[src/rtl/creditSenderPkg.sv]
package creditSenderPkg;
  localparam int SEQ_W = 3;
  localparam int IDX_W = SEQ_W - 1;
  localparam int DEPTH = 1 << IDX_W;

  typedef enum logic [1:0] {
    LCW_CREDIT  = 2'd0,
    LCW_ACK     = 2'd1,
    LCW_HDR_ERR = 2'd2,
    LCW_PAY_ERR = 2'd3
  } lcwKind_e;

  typedef struct packed {
    logic             wrEn;
    logic [IDX_W-1:0] wrIdx;
    logic             txLoad;
    logic [IDX_W-1:0] rdIdx;
    logic [SEQ_W-1:0] txSeq;
    logic             errLoad;
  } ctlStrobe_t;
endpackage

[src/rtl/senderCtrl.sv]
module senderCtrl
  import creditSenderPkg::*;
#(
  parameter int ARG_W        = 8,
  parameter int INIT_CREDITS = 2,
  parameter int MAX_CREDITS  = 4
) (
  input  logic             clk,
  input  logic             rstN,
  input  logic             inValid,
  output logic             inReady,
  input  logic             lcwValid,
  input  logic [1:0]       lcwKind,
  input  logic [ARG_W-1:0] lcwArg,
  output ctlStrobe_t       strobe
);
  localparam int CRED_W = $clog2(MAX_CREDITS + 1);
  localparam int SUM_W  = ((ARG_W > CRED_W) ? ARG_W : CRED_W) + 1;

  logic [SEQ_W-1:0]  headSeq, sendSeq, tailSeq;
  logic [CRED_W-1:0] credits, credNext;
  logic [SEQ_W-1:0]  heldCnt, sentCnt, argSeq, argOff;
  logic [SUM_W-1:0]  credSum;
  logic              canSend, doEnq, argInFlight;
  logic              isCredit, isAck, isHdrErr, isPayErr;

  // occupancy and in-flight window, all modulo the sequence space
  assign heldCnt     = tailSeq - headSeq;
  assign sentCnt     = sendSeq - headSeq;
  assign argSeq      = lcwArg[SEQ_W-1:0];
  assign argOff      = argSeq - headSeq;
  assign argInFlight = argOff < sentCnt;

  assign isCredit = lcwValid && (lcwKind == LCW_CREDIT);
  assign isAck    = lcwValid && (lcwKind == LCW_ACK);
  assign isHdrErr = lcwValid && (lcwKind == LCW_HDR_ERR);
  assign isPayErr = lcwValid && (lcwKind == LCW_PAY_ERR);

  assign inReady = heldCnt < SEQ_W'(DEPTH);
  assign doEnq   = inValid && inReady;
  assign canSend = (sendSeq != tailSeq) && (credits != '0);

  // credit update: spend one per transmission, add grants, clip at maximum
  always_comb begin
    credSum = SUM_W'(credits) - SUM_W'(canSend) + (isCredit ? SUM_W'(lcwArg) : '0);
    if (credSum > SUM_W'(MAX_CREDITS)) credNext = CRED_W'(MAX_CREDITS);
    else                               credNext = credSum[CRED_W-1:0];
  end

  always_ff @(posedge clk or negedge rstN) begin
    if (!rstN) begin
      headSeq <= '0;
      sendSeq <= '0;
      tailSeq <= '0;
      credits <= CRED_W'(INIT_CREDITS);
    end else begin
      credits <= credNext;
      if (doEnq) tailSeq <= tailSeq + SEQ_W'(1);
      if (isAck && argInFlight) headSeq <= argSeq + SEQ_W'(1);
      // a rewind wins over the normal advance of the send pointer
      if (isHdrErr && argInFlight) sendSeq <= argSeq;
      else if (canSend)            sendSeq <= sendSeq + SEQ_W'(1);
    end
  end

  always_comb begin
    strobe.wrEn    = doEnq;
    strobe.wrIdx   = tailSeq[IDX_W-1:0];
    strobe.txLoad  = canSend;
    strobe.rdIdx   = sendSeq[IDX_W-1:0];
    strobe.txSeq   = sendSeq;
    strobe.errLoad = isPayErr;
  end
endmodule

[src/rtl/senderData.sv]
module senderData
  import creditSenderPkg::*;
#(
  parameter int DATA_W = 16,
  parameter int SRC_W  = 4
) (
  input  logic              clk,
  input  logic              rstN,
  input  ctlStrobe_t        strobe,
  input  logic [DATA_W-1:0] inData,
  input  logic [SRC_W-1:0]  inSrc,
  input  logic [SRC_W-1:0]  errSrcIn,
  output logic              txValid,
  output logic [SEQ_W-1:0]  txSeq,
  output logic [DATA_W-1:0] txData,
  output logic [SRC_W-1:0]  txSrc,
  output logic              errValid,
  output logic [SRC_W-1:0]  errSrc
);
  logic [DATA_W-1:0] memData [DEPTH];
  logic [SRC_W-1:0]  memSrc  [DEPTH];

  always_ff @(posedge clk) begin
    if (strobe.wrEn) begin
      memData[strobe.wrIdx] <= inData;
      memSrc[strobe.wrIdx]  <= inSrc;
    end
  end

  always_ff @(posedge clk or negedge rstN) begin
    if (!rstN) begin
      txValid  <= 1'b0;
      txSeq    <= '0;
      txData   <= '0;
      txSrc    <= '0;
      errValid <= 1'b0;
      errSrc   <= '0;
    end else begin
      txValid  <= strobe.txLoad;
      errValid <= strobe.errLoad;
      if (strobe.txLoad) begin
        txSeq  <= strobe.txSeq;
        txData <= memData[strobe.rdIdx];
        txSrc  <= memSrc[strobe.rdIdx];
      end
      if (strobe.errLoad) errSrc <= errSrcIn;
    end
  end
endmodule

[src/rtl/creditRetrySender.sv]
module creditRetrySender
  import creditSenderPkg::*;
#(
  parameter int DATA_W       = 16,
  parameter int SRC_W        = 4,
  parameter int ARG_W        = 8,
  parameter int INIT_CREDITS = 2,
  parameter int MAX_CREDITS  = 4
) (
  input  logic              clk,
  input  logic              rstN,
  input  logic              inValid,
  input  logic [DATA_W-1:0] inData,
  input  logic [SRC_W-1:0]  inSrc,
  output logic              inReady,
  input  logic              lcwValid,
  input  logic [1:0]        lcwKind,
  input  logic [ARG_W-1:0]  lcwArg,
  output logic              txValid,
  output logic [SEQ_W-1:0]  txSeq,
  output logic [DATA_W-1:0] txData,
  output logic [SRC_W-1:0]  txSrc,
  output logic              errValid,
  output logic [SRC_W-1:0]  errSrc
);
  ctlStrobe_t strobe;

  senderCtrl #(
    .ARG_W(ARG_W), .INIT_CREDITS(INIT_CREDITS), .MAX_CREDITS(MAX_CREDITS)
  ) ctrlI (
    .clk(clk), .rstN(rstN), .inValid(inValid), .inReady(inReady),
    .lcwValid(lcwValid), .lcwKind(lcwKind), .lcwArg(lcwArg), .strobe(strobe)
  );

  senderData #(.DATA_W(DATA_W), .SRC_W(SRC_W)) dataI (
    .clk(clk), .rstN(rstN), .strobe(strobe), .inData(inData), .inSrc(inSrc),
    .errSrcIn(lcwArg[SRC_W-1:0]), .txValid(txValid), .txSeq(txSeq),
    .txData(txData), .txSrc(txSrc), .errValid(errValid), .errSrc(errSrc)
  );
endmodule

[config.mk]
export PLATFORM = sky130hd
export DESIGN_NAME = creditRetrySender
export DESIGN_NICKNAME = d
export VERILOG_FILES = /design/src/rtl/creditSenderPkg.sv /design/src/rtl/senderCtrl.sv /design/src/rtl/senderData.sv /design/src/rtl/creditRetrySender.sv
export SDC_FILE = /design/constraint.sdc
export NUM_CORES = 1
export LEC_CHECK = 0
export BUFFER_PORTS_ARGS = -buffer_cell sky130_fd_sc_hd__buf_2
export CAP_MARGIN = 5
export CORE_MARGIN = 4
export CORE_UTILIZATION = 53
export DETAILED_ROUTE_END_ITERATION = 6
export PLACE_DENSITY = 0.81
export RECOVER_POWER = 50
export SYNTH_ARGS = -nofsm -noshare
export SYNTH_HDL_FRONTEND = slang
export SYNTH_SLANG_ARGS = --single-unit
[constraint.sdc]
create_clock -name clk -period 4.2 [get_ports clk]
set_input_delay 1.05 -clock clk [delete_from_list [all_inputs] [get_ports clk]]
set_output_delay 1.05 -clock clk [all_outputs]
set_load 0.005 [all_outputs]
======== Word level (Yosys, flattened, before mapping) ========
Memory sizes are Yosys's and may differ from the RTL's. A register that Yosys moved wholly into a read port is not among the register bits.
Cells that the tools add are included.
cells by class
  add/subtract/negate cells ............... 8
  $lt $le $gt $ge ......................... 3
  eq/ne operators ......................... 4
  multiplexer cells ....................... 6
  reduce and logical (&&, ||, !) cells .... 13
operators by type and width
  operator             count
  $add 3x1->3 const B  3
  $add 9x9->9          1
  $gt 9x3->1 const B   1
  $mux 3               3
  $sub 3x3->3          3
  $logic_and 1x1->1    8
  $mux 8               1
  $eq 2x2->1 const B   2
  $sub 3x1->4          1
  $lt 3x3->1           1
  $lt 3x3->1 const B   1
  $ne 3x3->1           1
  $reduce_bool 3->1    1
  $eq 2x1->1 const B   1
  $logic_not 1->1      2
  $logic_not 2->1      1
  $mux 1               2
  $reduce_bool 2->1    1
word-level totals
  bits in registers ....................... 21
  bits in writable memories ............... 80
  input bits .............................. 34
  word-level logic and storage cells ...... 44
  memories ................................ 2
memory list
  name           depth  bits a word  rd ports  clocked after memory_dff  write ports  line              RTL
  dataI.memData  4      16           1         1                         1            senderData.sv:20  logic [DATA_W-1:0] memData [DEPTH];
  dataI.memSrc   4      4            1         1                         1            senderData.sv:21  logic [SRC_W-1:0] memSrc [DEPTH];

======== Logic depth before layout (Yosys ltp) ========
Gate-level depths: netlist of the first run.
  word-level depth ........................ 6
  gate-level depth with buffers ........... 14

======== Cells and area by module ========
Synthesis of the first run repeated with hierarchy kept, for this count alone.
second synthesis, totals
  cells, all modules ...................... 358
  area total of the unflattened synthesis .. 5,442.7 µm²
modules (own cells, without submodules)
  module      times used  cells an instance  area each (µm²)  seq. area each (µm²)
  senderData  1           214                4,111.4          3,128.0
  senderCtrl  1           144                1,331.3          301.5

======== Least setup slack after synthesis of the first run ========
Ideal clock, no wire load.
  path type ............................... in2reg
  start ................................... input port lcwKind[1]
  end ..................................... register ctrlI.credits[2]
  library setup time ...................... 0.131 ns
  arrival time ............................ 3.406 ns
  data required time ...................... 4.069 ns
  slack ................................... 0.663 ns
  stages .................................. 10
  cells stage by stage .................... nor3b_1 and2_1 ha_1 inv_1 fa_1 and2b_1 o2111ai_1 a211o_1 a211o_1 or3_1
on the way
  word-level cells in the longest chain between the ends .. 6
RTL lines
  element                      line                     RTL
  start, declared              creditRetrySender.sv:17  input logic [1:0] lcwKind,
  $logic_not 2->1 *            senderCtrl.sv:34         assign isCredit = lcwValid && (lcwKind == LCW_CREDIT);
  $logic_and 1x1->1 *          senderCtrl.sv:34
  $mux 8 *                     senderCtrl.sv:45         credSum = SUM_W'(credits) - SUM_W'(canSend) + (isCredit ? SUM_W'(lcwArg) : '0);
  $add 9x9->9 *                senderCtrl.sv:45
  $gt 9x3->1                   senderCtrl.sv:46         if (credSum > SUM_W'(MAX_CREDITS)) credNext = CRED_W'(MAX_CREDITS);
  $mux 3 *                     senderCtrl.sv:46
  named net ctrlI.credNext[2]  senderCtrl.sv:21         logic [CRED_W-1:0] credits, credNext;
  end signal, assigned         senderCtrl.sv:55         credits <= CRED_W'(INIT_CREDITS);
  end signal, assigned         senderCtrl.sv:57         credits <= credNext;
  end, declared                senderCtrl.sv:21
The timed path passes the listed nets; every way through them passes the cells marked *.
A chain may end at the register's enable or synchronous reset.

======== Worst setup path in the final report of the first run ========
Same ends and word-level chain as after synthesis.

==> impl_metrics.py, run 1 <==
metrics = {
    "synthesis": {
        "ys_seq_area_share_pct": 65.4,
        "synth-xor-area-share_pct": 3.17,
        "synth_edf_count": 80,
        "avgSynthCellArea_um2": 17.0,
        "syn_area_mm2": 0.00524,
        "syn_inst": 309,
        "synth-compound-area-share_pct": 4.44,
        "synth_warnings": 0,
        "synth.distinct_cells": 41,
        "yosys.area_share.simple_pct": 3.99,
        "synth_top_family_by_area": "multiplexers",
        "yosys.area.top_type": "edfxtp_1",
        "async_flop_share_pct": 33.9,
        "ys.flop_type": "edfxtp_1",
        "yosys-top-cells-area": "edfxtp_1, dfrtp_1, mux4_2",
        "yosys_register_bits": 121,
        "synth.top_cell.area_share_pct": 45.8,
        "synthAdderAreaFrac_pct": 6.16,
        "synthMuxAreaShare_pct": 14.6,
    },
    "place": {
        "io_buffers": 63,
        "gp_congestion": 0.869,
        "place_hpwl_um": 6070,
        "placed_cell_area_mm2": 0.00573,
    },
    "clocking": {
        "post_cts_resized": 0,
        "cts_tree": "yes",
        "hold_buffers": 0,
        "root_buffer": "clkbuf_8",
        "clock_latency_ps": 500,
        "cts_made_buffers": 17,
        "cts.htree.levels": 4,
        "clock_sinks": 121,
        "clkTransAtPathRegs_ps": 60,
        "cts_setup_buffers": 0,
        "clock_path_buffers": 2,
    },
    "layout": {
        "n_fill_cell": 675,
        "final-seq-area_mm2": 0.00343,
        "final_layout_size_suffix_gt1_share_pct": 31.4,
        "nets": 450,
        "areaGrowthSynthToFinish_pct": 20.2,
        "multi_input_area_mm2": 0.00171,
        "diodes": 0,
        "fin_area_mm2": 0.00630,
    },
    "job": {
        "max_cap_viol_count": 2,
    },
    "global_routing": {
        "antenna_found_initial": 0,
        "track_usage_pct": 18.8,
        "grt_pass1_vias": 3082,
        "grt_max_degree": 28,
        "grt_pass1_wl_um": 16200,
        "overflow": 0,
    },
    "floorplan": {
        "dieArea_mm2": 0.0115,
        "start_util_pct": 54.1,
        "ios": 64,
        "die_h_um": 107,
        "die_width_um": 107,
        "rows": 36,
        "core_mm2": 0.00968,
    },
    "sta": {
        "clock.fmax_mhz": 285,
        "slew_viol_final": 28,
        "finalCriticalPeriod_ps": 3510,
        "tns_ps": 0,
        "tightest_slew_ps": 1610,
        "fin_worst_skew_ps": 8.93,
        "setup_viol": 0,
        "hold_viol": 0,
        "relSlewSlack_pct": -7.23,
        "fin_crit_sh_pct": 83.6,
        "grt_setup_unrepaired": "no",
    },
    "routing": {
        "ant_nets": 0,
        "via_count": 2850,
        "wirelength_um": 9850,
        "first_pass_iters": 4,
        "post_drt_wl_per_cell_um": 18.3,
        "initialDrtViolationCount": 111,
        "route.detailed.drc": 0,
        "routed_via_density": 5.30,
    },
    "power_and_ir_drop": {
        "ir_drop_uv": 466,
        "leakagePower_uw": 0.00243,
        "p_per_area_mw_per_mm2": 807,
    },
    "worst_hold_path": {
        "hold_path.class": "flop to flop",
    },
    "critical_path": {
        "r2r_setup_slack_ps": 900,
        "cp_max_fo": 8,
        "critPathArrivalTime_ps": 3890,
        "startpoint_type": "primary input",
        "end_kind": "flop",
        "critical_path_required_ps": 4580,
        "crit_type": "primary input to flop",
    },
    "run_status": {
        "outcome": "finished with violations",
        "violations": "max-capacitance violations, max-slew violations",
    },
}
-- per-layer routing --
metal / track usage, % / routed length [um]
met1: 23.6 / 4140
met4: 5.77 / 100
met3: 5.16 / 502
met5: 0 / 0
met2: 32.2 / 5100
-- power by group --
group          internal, uW  switching [uW]
Combinational           868             889
Sequential             1710             169
Clock                   925             528
-- registers in the layout, summed over array words and instances (netlist names), 3 cells and up --
name           count
dataI.txSeq        3
ctrlI.credits      3
ctrlI.headSeq      3
dataI.memData     64
dataI.txSrc        4
ctrlI.sendSeq      3
dataI.txData      16
dataI.errSrc       4
dataI.memSrc      16
ctrlI.tailSeq      3
-- cells in the final DEF (no fill, tap or decap), drive strengths merged, types with 3 or more instances in the layout --
| cell | netlist | routed |
|---|---|---|
| and3 | 4 | 4 |
| buf | 6 | 44 |
| xor2 | 6 | 6 |
| dfrtp | 40 | 40 |
| clkinvlp | 0 | 3 |
| fa | 3 | 3 |
| clkbuf | 2 | 43 |
| xnor2 | 13 | 13 |
| edfxtp | 80 | 80 |
| conb | 1 | 5 |
| mux4 | 20 | 20 |
| nor2 | 3 | 3 |
| ha | 21 | 21 |
| a2111oi | 3 | 3 |
| nand2 | 8 | 8 |
| o21ai | 9 | 9 |
| a21oi | 7 | 7 |
| mux2 | 27 | 27 |
| clkinv | 0 | 5 |
| and2 | 9 | 9 |
| bufinv | 0 | 3 |
| nand3 | 4 | 4 |
| a21o | 4 | 4 |
| inv | 18 | 20 |
-- critical path, cell delays in order --
cell	delay, ps
clkbuf_1	110
nor3b_1	550
and2_1	230
ha_1	180
inv_1	60
fa_1	400
and2b_1	250
o2111ai_1	130
a211o_1	280
a211o_1	330
or3_1	310
-- cells in the mapped netlist (2+ instances only) --
cell type / count
nor2_1: 3
buf_4: 3
inv_1: 18
a2111oi_0: 2
mux4_2: 20
a211o_1: 2
and3_1: 4
nor3_1: 2
o21ai_0: 9
buf_2: 3
a21oi_1: 7
xor2_1: 6
xnor2_1: 13
edfxtp_1: 80
ha_1: 21
a21o_1: 4
mux2_2: 27
nand2b_1: 2
and2_1: 9
clkbuf_1: 2
fa_1: 3
dfrtp_1: 40
nand2_1: 8
nand3_1: 4
-- final timing paths --
path / cells after the start / end / start
worst max-delay path: 11 / ctrlI.credits[2] / lcwKind[1]
max in group asynchronous: 2 / dataI.txData[11] / rstN
worst max register to register: 12 / ctrlI.credits[2] / ctrlI.sendSeq[2]
min in group asynchronous: 1 / dataI.txValid / rstN
worst min register to register: 2 / dataI.errSrc[0] / dataI.errSrc[0]
worst min-delay path: 2 / dataI.errSrc[0] / dataI.errSrc[0]
-- stage by stage --
stage	total power, uW	hold slack [ps]	cells	setup slack, ps	util, %
2_1_floorplan	3140	473	313	663	-
3_3_place_gp	3590	462	506	286	59.2
3_5_place_dp	3660	476	506	171	59.2
4_1_cts	5140	490	538	669	65.4
5_1_grt	5400	511	538	364	65.0
6_report	5090	486	538	690	65.0
-- cell families (layout without fill, tap and decap cells) --
group	Yosys count	in the layout
adder cells (fa/ha/maj)	24	24
AO/OA/AOI/OAI	32	32
XOR/XNOR	19	19
AND/OR/NAND/NOR	38	38
flip-flops	121	121
other	1	5
multiplexers	48	48
buffers and inverters	26	118
-- area by class of cell --
type | count | area share (%)
clock buffers | 19 | 6.85
clock inverters | 13 | 2.70
inverters | 18 | 1.07
multi-input cells | 166 | 27.2
flip-flops and latches | 121 | 54.5
well taps | 133 | 2.64
repair buffers | 68 | 5.05
(Power assumes the default switching activity.)
==> run 2: changes to the inputs <==
--- a/config.mk
+++ b/config.mk
@@ -8,9 +8,9 @@
 export BUFFER_PORTS_ARGS = -buffer_cell sky130_fd_sc_hd__buf_2
 export CAP_MARGIN = 5
 export CORE_MARGIN = 4
-export CORE_UTILIZATION = 53
+export CORE_UTILIZATION = 52
 export DETAILED_ROUTE_END_ITERATION = 6
-export PLACE_DENSITY = 0.81
+export PLACE_DENSITY = 0.82
 export RECOVER_POWER = 50
 export SYNTH_ARGS = -nofsm -noshare
 export SYNTH_HDL_FRONTEND = slang
==> constraint.sdc (replaced) <==
create_clock -name clk -period 2.9 [get_ports clk]
set_input_delay 0.725 -clock clk [delete_from_list [all_inputs] [get_ports clk]]
set_output_delay 0.725 -clock clk [all_outputs]
set_load 0.005 [all_outputs]
==> impl_metrics.py, run 2 (same netlist as run 1, synthesis figures left out) <==
metrics = {
    "sta": {
        "setup_viol": 1,
        "tightest_slew_ps": 1270,
        "hold_viol": 0,
        "layout_setup_ws_ps": -52.7,
        "relSlewSlack_pct": 15.5,
        "tns_ps": -52.7,
        "fin_worst_skew_ps": 8.14,
        "fin_crit_sh_pct": 102,
        "finalCriticalPeriod_ps": 2950,
        "clock.fmax_mhz": 339,
        "slew_viol_final": 0,
        "grt_setup_unrepaired": "yes",
    },
    "clocking": {
        "clock_path_buffers": 2,
        "cts_made_buffers": 17,
        "clock_latency_ps": 500,
        "clock_sinks": 121,
        "root_buffer": "clkbuf_8",
        "cts.htree.levels": 4,
        "cts_tree": "yes",
        "clkTransAtPathRegs_ps": 60,
        "hold_buffers": 0,
    },
    "global_routing": {
        "grt_max_degree": 28,
        "antenna_found_initial": 0,
        "overflow": 0,
        "grt_pass1_vias": 3196,
        "track_usage_pct": 20.1,
        "grt_pass1_wl_um": 17200,
    },
    "critical_path": {
        "crit_buf_inv": 2,
        "end_kind": "flop",
        "crit_type": "flop to flop",
        "crit_path_top_delay_cell": "dfrtp_2",
        "cp_cell_sequence": "xnor2_4 -> a31oi_4 -> ha_4 -> inv_4 -> ha_4 -> inv_2 -> fa_2 -> and2b_1 -> o2111ai_2 -> a211o_1 -> a211o_1 -> or3_1",
        "cp_top_family": "compound AO/OA/AOI/OAI gates",
        "cpPeakStageDelay_ps": 440,
        "critical_path_required_ps": 3270,
        "startpoint_type": "flop",
        "cp_max_fo": 3,
        "reg2reg_from": "ctrlI.sendSeq[0]",
        "cp-startpoint": "ctrlI.sendSeq[0]",
        "critPathArrivalTime_ps": 3330,
    },
    "power_and_ir_drop": {
        "seq_power_share_pct": 35.7,
        "p_switching_uw": 2460,
        "switching_share_pct": 32.4,
        "p_clk_share_pct": 25.6,
        "ir_drop_uv": 672,
        "p_per_area_mw_per_mm2": 1150,
        "leakagePower_uw": 0.00261,
        "internal_power_uw": 5130,
        "p_comb_share_pct": 38.7,
    },
    "layout": {
        "finalNonFillerCells": 572,
        "final_common_cell": "edfxtp_1",
        "multi_input_area_mm2": 0.00182,
        "top_regs": "dataI.memData (64), dataI.memSrc (16), dataI.txData (16)",
        "final-seq-area_mm2": 0.00343,
        "areaGrowthSynthToFinish_pct": 26.1,
        "layout_common_cells": "edfxtp_1, buf_2, dfrtp_1",
        "final_layout_size_suffix_gt1_share_pct": 39.6,
        "n_fill_cell": 689,
        "nets": 484,
        "largest_reg_flops": 64,
        "largest_register": "dataI.memData",
        "diodes": 0,
    },
    "floorplan": {
        "core_mm2": 0.00977,
        "ios": 64,
        "start_util_pct": 53.6,
        "die_h_um": 108,
        "die_width_um": 108,
        "dieArea_mm2": 0.0117,
        "rows": 36,
    },
    "routing": {
        "ant_nets": 0,
        "route.detailed.drc": 0,
        "initialDrtViolationCount": 153,
        "first_pass_iters": 4,
        "via_count": 3070,
        "routed_via_density": 5.37,
        "wirelength_um": 10700,
        "post_drt_wl_per_cell_um": 18.7,
    },
    "job": {
        "max_cap_viol_count": 0,
    },
    "place": {
        "place_hpwl_um": 6930,
        "gp_congestion": 0.810,
        "io_buffers": 63,
        "dp_cells": 535,
    },
    "worst_hold_path": {
        "hold_path.class": "primary input to async pin",
    },
    "run_status": {
        "violations": "negative setup slack",
        "outcome": "finished with violations",
    },
}
## run 2: layout make-up
class	count	area share, %
clock buffers	18	6.32
clock inverters	14	2.12
inverters	18	1.06
multi-input cells	166	27.5
flip-flops and latches	121	51.9
well taps	133	2.52
repair buffers	102	8.56
## run 2: path summary, 6_finish.rpt
| check | to | slack [ps] | cells after the start |
|---|---|---|---|
| worst max register to register | ctrlI.credits[2] | -50 | 12 |
| worst min-delay path | dataI.txValid | 480 | 1 |
| worst min register to register | dataI.errSrc[0] | 490 | 2 |
| worst max-delay path | ctrlI.credits[2] | -50 | 12 |
| max in group asynchronous | ctrlI.sendSeq[0] | 1150 | 2 |
| min in group clk | dataI.errSrc[3] | 480 | 2 |
## run 2: power groups by stage
stage          Combinational [uW]  Sequential, uW  Clock (uW)
2_1_floorplan                1940            2700           0
3_3_place_gp                 2780            2670           0
3_5_place_dp                 2860            2720           0
4_1_cts                      2990            2720        1970
5_1_grt                      3240            2770        2070
6_report                     2940            2710        1940
## run 2: through the flow
stage	worst slack (ps)	utilization, %	hold slack [ps]	instance area [um2]	total power [uW]
after floorplan	-305	-	429	5330	4640
after global placement	-242	61.5	462	6010	5450
after detailed placement	-322	61.5	485	6010	5580
after CTS	-64.4	68.0	196	6640	7680
after global routing	-177	67.6	452	6610	8070
final	-52.7	67.6	476	6610	7590
## run 2: what timing repair did
item	CTS	global route
setup endpoints to repair	2	3
setup buffers	4	1
resized for setup	9	0
pin swaps	3	3
cloned	0	0
## run 2: metal layers
| metal | routed length [um] | GRT usage (%) | vias up |
|---|---|---|---|
| met5 | 0 | 0 | - |
| met4 | 100 | 5.86 | 0 |
| met3 | 575 | 5.37 | 7 |
| met2 | 5470 | 33.6 | 83 |
| met1 | 4550 | 26.1 | 1570 |
| li1 | - | - | 1410 |
==> run 3: changes to the inputs <==
--- a/config.mk
+++ b/config.mk
@@ -10,7 +10,7 @@
 export CORE_MARGIN = 4
 export CORE_UTILIZATION = 52
 export DETAILED_ROUTE_END_ITERATION = 6
-export PLACE_DENSITY = 0.82
+export PLACE_DENSITY = 0.78
 export RECOVER_POWER = 50
 export SYNTH_ARGS = -nofsm -noshare
 export SYNTH_HDL_FRONTEND = slang
==> impl_metrics.py, run 3 (same netlist as run 1, synthesis figures left out) <==
metrics = {
    "sta": {
        "hold_viol": 0,
        "slew_viol_final": 0,
        "tightest_slew_ps": 1340,
        "setup_viol": 2,
        "whs_ps": 477,
        "finalCriticalPeriod_ps": 2920,
        "layout_setup_ws_ps": -20.8,
        "clock.fmax_mhz": 342,
        "tns_ps": -23.8,
        "fin_worst_skew_ps": 14.5,
        "grt_setup_unrepaired": "yes",
        "fin_crit_sh_pct": 101,
        "relSlewSlack_pct": 10.8,
    },
    "global_routing": {
        "grt_max_degree": 28,
        "track_usage_pct": 19.2,
        "grt-busiest-layer": "met2",
        "antenna_found_initial": 0,
        "met2_usage_pct": 32.1,
        "grt_pass1_vias": 3194,
        "met1_usage_pct": 24.6,
        "overflow": 0,
        "grt_pass1_wl_um": 16700,
        "grtUsageMet3_pct": 5.19,
    },
    "critical_path": {
        "cp_max_fo": 3,
        "critical_path_required_ps": 3260,
        "r2r_setup_slack_ps": -20,
        "end_kind": "flop",
        "reg2reg_to": "ctrlI.credits[2]",
        "reg2reg_from": "ctrlI.sendSeq[0]",
        "critPathArrivalTime_ps": 3280,
        "crit_type": "flop to flop",
        "cp-startpoint": "ctrlI.sendSeq[0]",
        "r2r_cells": 12,
        "startpoint_type": "flop",
    },
    "worst_hold_path": {
        "min_to": "dataI.memData[2][5]",
        "hold_path.class": "primary input to flop",
        "worstHoldStart": "inData[5]",
        "min_path_cells": 1,
    },
    "run_status": {
        "outcome": "finished with violations",
        "violations": "negative setup slack",
    },
    "floorplan": {
        "core_mm2": 0.00977,
        "ios": 64,
        "rows": 36,
        "start_util_pct": 53.6,
        "die_width_um": 108,
        "dieArea_mm2": 0.0117,
        "die_h_um": 108,
    },
    "routing": {
        "via_count": 3032,
        "initialDrtViolationCount": 168,
        "ant_nets": 0,
        "wirelength_um": 10200,
        "routed_via_density": 5.37,
        "post_drt_wl_per_cell_um": 18.0,
        "route.detailed.drc": 0,
        "first_pass_iters": 4,
    },
    "clocking": {
        "clkTransAtPathRegs_ps": 60,
        "clock_latency_ps": 500,
        "clock_path_buffers": 2,
        "cts.htree.levels": 4,
        "cts_tree": "yes",
        "root_buffer": "clkbuf_8",
        "clock_sinks": 121,
        "cts_made_buffers": 17,
    },
    "place": {
        "place_hpwl_um": 6160,
        "io_buffers": 63,
        "gp_congestion": 0.800,
    },
    "power_and_ir_drop": {
        "leakagePower_uw": 0.00259,
        "p_per_area_mw_per_mm2": 1160,
        "ir_drop_uv": 575,
    },
    "layout": {
        "final_common_cell": "edfxtp_1",
        "areaGrowthSynthToFinish_pct": 25.8,
        "nets": 477,
        "largest_register": "dataI.memData",
        "final-seq-area_mm2": 0.00343,
        "diodes": 0,
        "multi_input_area_mm2": 0.00183,
        "layout_common_cells": "edfxtp_1, buf_2, dfrtp_1",
        "largest_reg_flops": 64,
        "top_regs": "dataI.memData (64), dataI.memSrc (16), dataI.txData (16)",
        "final_layout_size_suffix_gt1_share_pct": 39.6,
        "n_fill_cell": 674,
    },
    "job": {
        "max_cap_viol_count": 0,
    },
}
run 3: layout make-up:
cell class / count / area share [%]
repair buffers: 95 / 7.86
inverters: 18 / 1.02
well taps: 133 / 2.52
clock inverters: 12 / 2.13
clock buffers: 20 / 6.60
multi-input cells: 166 / 27.8
flip-flops and latches: 121 / 52.0
run 3: worst max-delay path, stage by stage (launching register included):
cell and delay (ps):
dfrtp_2 440, xnor2_4 160, a31oi_4 200, ha_4 230, inv_2 60, ha_4 130, inv_2 30, fa_2 320
and2b_1 220, o2111ai_2 110, a211o_1 270, a211o_1 290, or3_1 310
run 3: routing by layer:
layer / up-vias / routed length, um
met2: 84 / 5210
met5: - / 0
met3: 5 / 579
met4: 0 / 63
li1: 1398 / -
met1: 1545 / 4320
run 3: how the worst max path moves through the flow:
stage / endpoint / slack [ps] / cells after the start
after CTS: ctrlI.credits[2] / -30 / 12
after global placement: ctrlI.credits[2] / -250 / 11
final: ctrlI.credits[2] / -20 / 12
after floorplan: ctrlI.credits[2] / -310 / 14
after global routing: ctrlI.credits[2] / -150 / 12
after detailed placement: ctrlI.credits[2] / -330 / 11
run 3: power breakdown:
part	switching, uW	internal (uW)
Combinational	1400	1500
Clock	760	1260
Sequential	238	2460
run 3: repair_timing:
item | 4_1_cts | 5_1_grt
resized for setup | 4 | 11
hold endpoints to repair | 0 | 0
endpoints found under the setup margin | 2 | 4
buffers inserted | 2 | 1
hold buffers | 0 | 0
pin swaps | 1 | 7
run 3: through the flow:
step / utilization [%] / total power [uW] / setup slack [ps] / area [um2] / std cells
finish: 67.5 / 7620 / -20.8 / 6590 / 565
global route: 67.5 / 8110 / -152 / 6590 / 565
CTS: 67.5 / 7650 / -32.5 / 6590 / 564
detailed placement: 61.1 / 5520 / -335 / 5970 / 530
global placement: 61.1 / 5430 / -247 / 5970 / 530
floorplan: - / 4640 / -305 / 5330 / 313
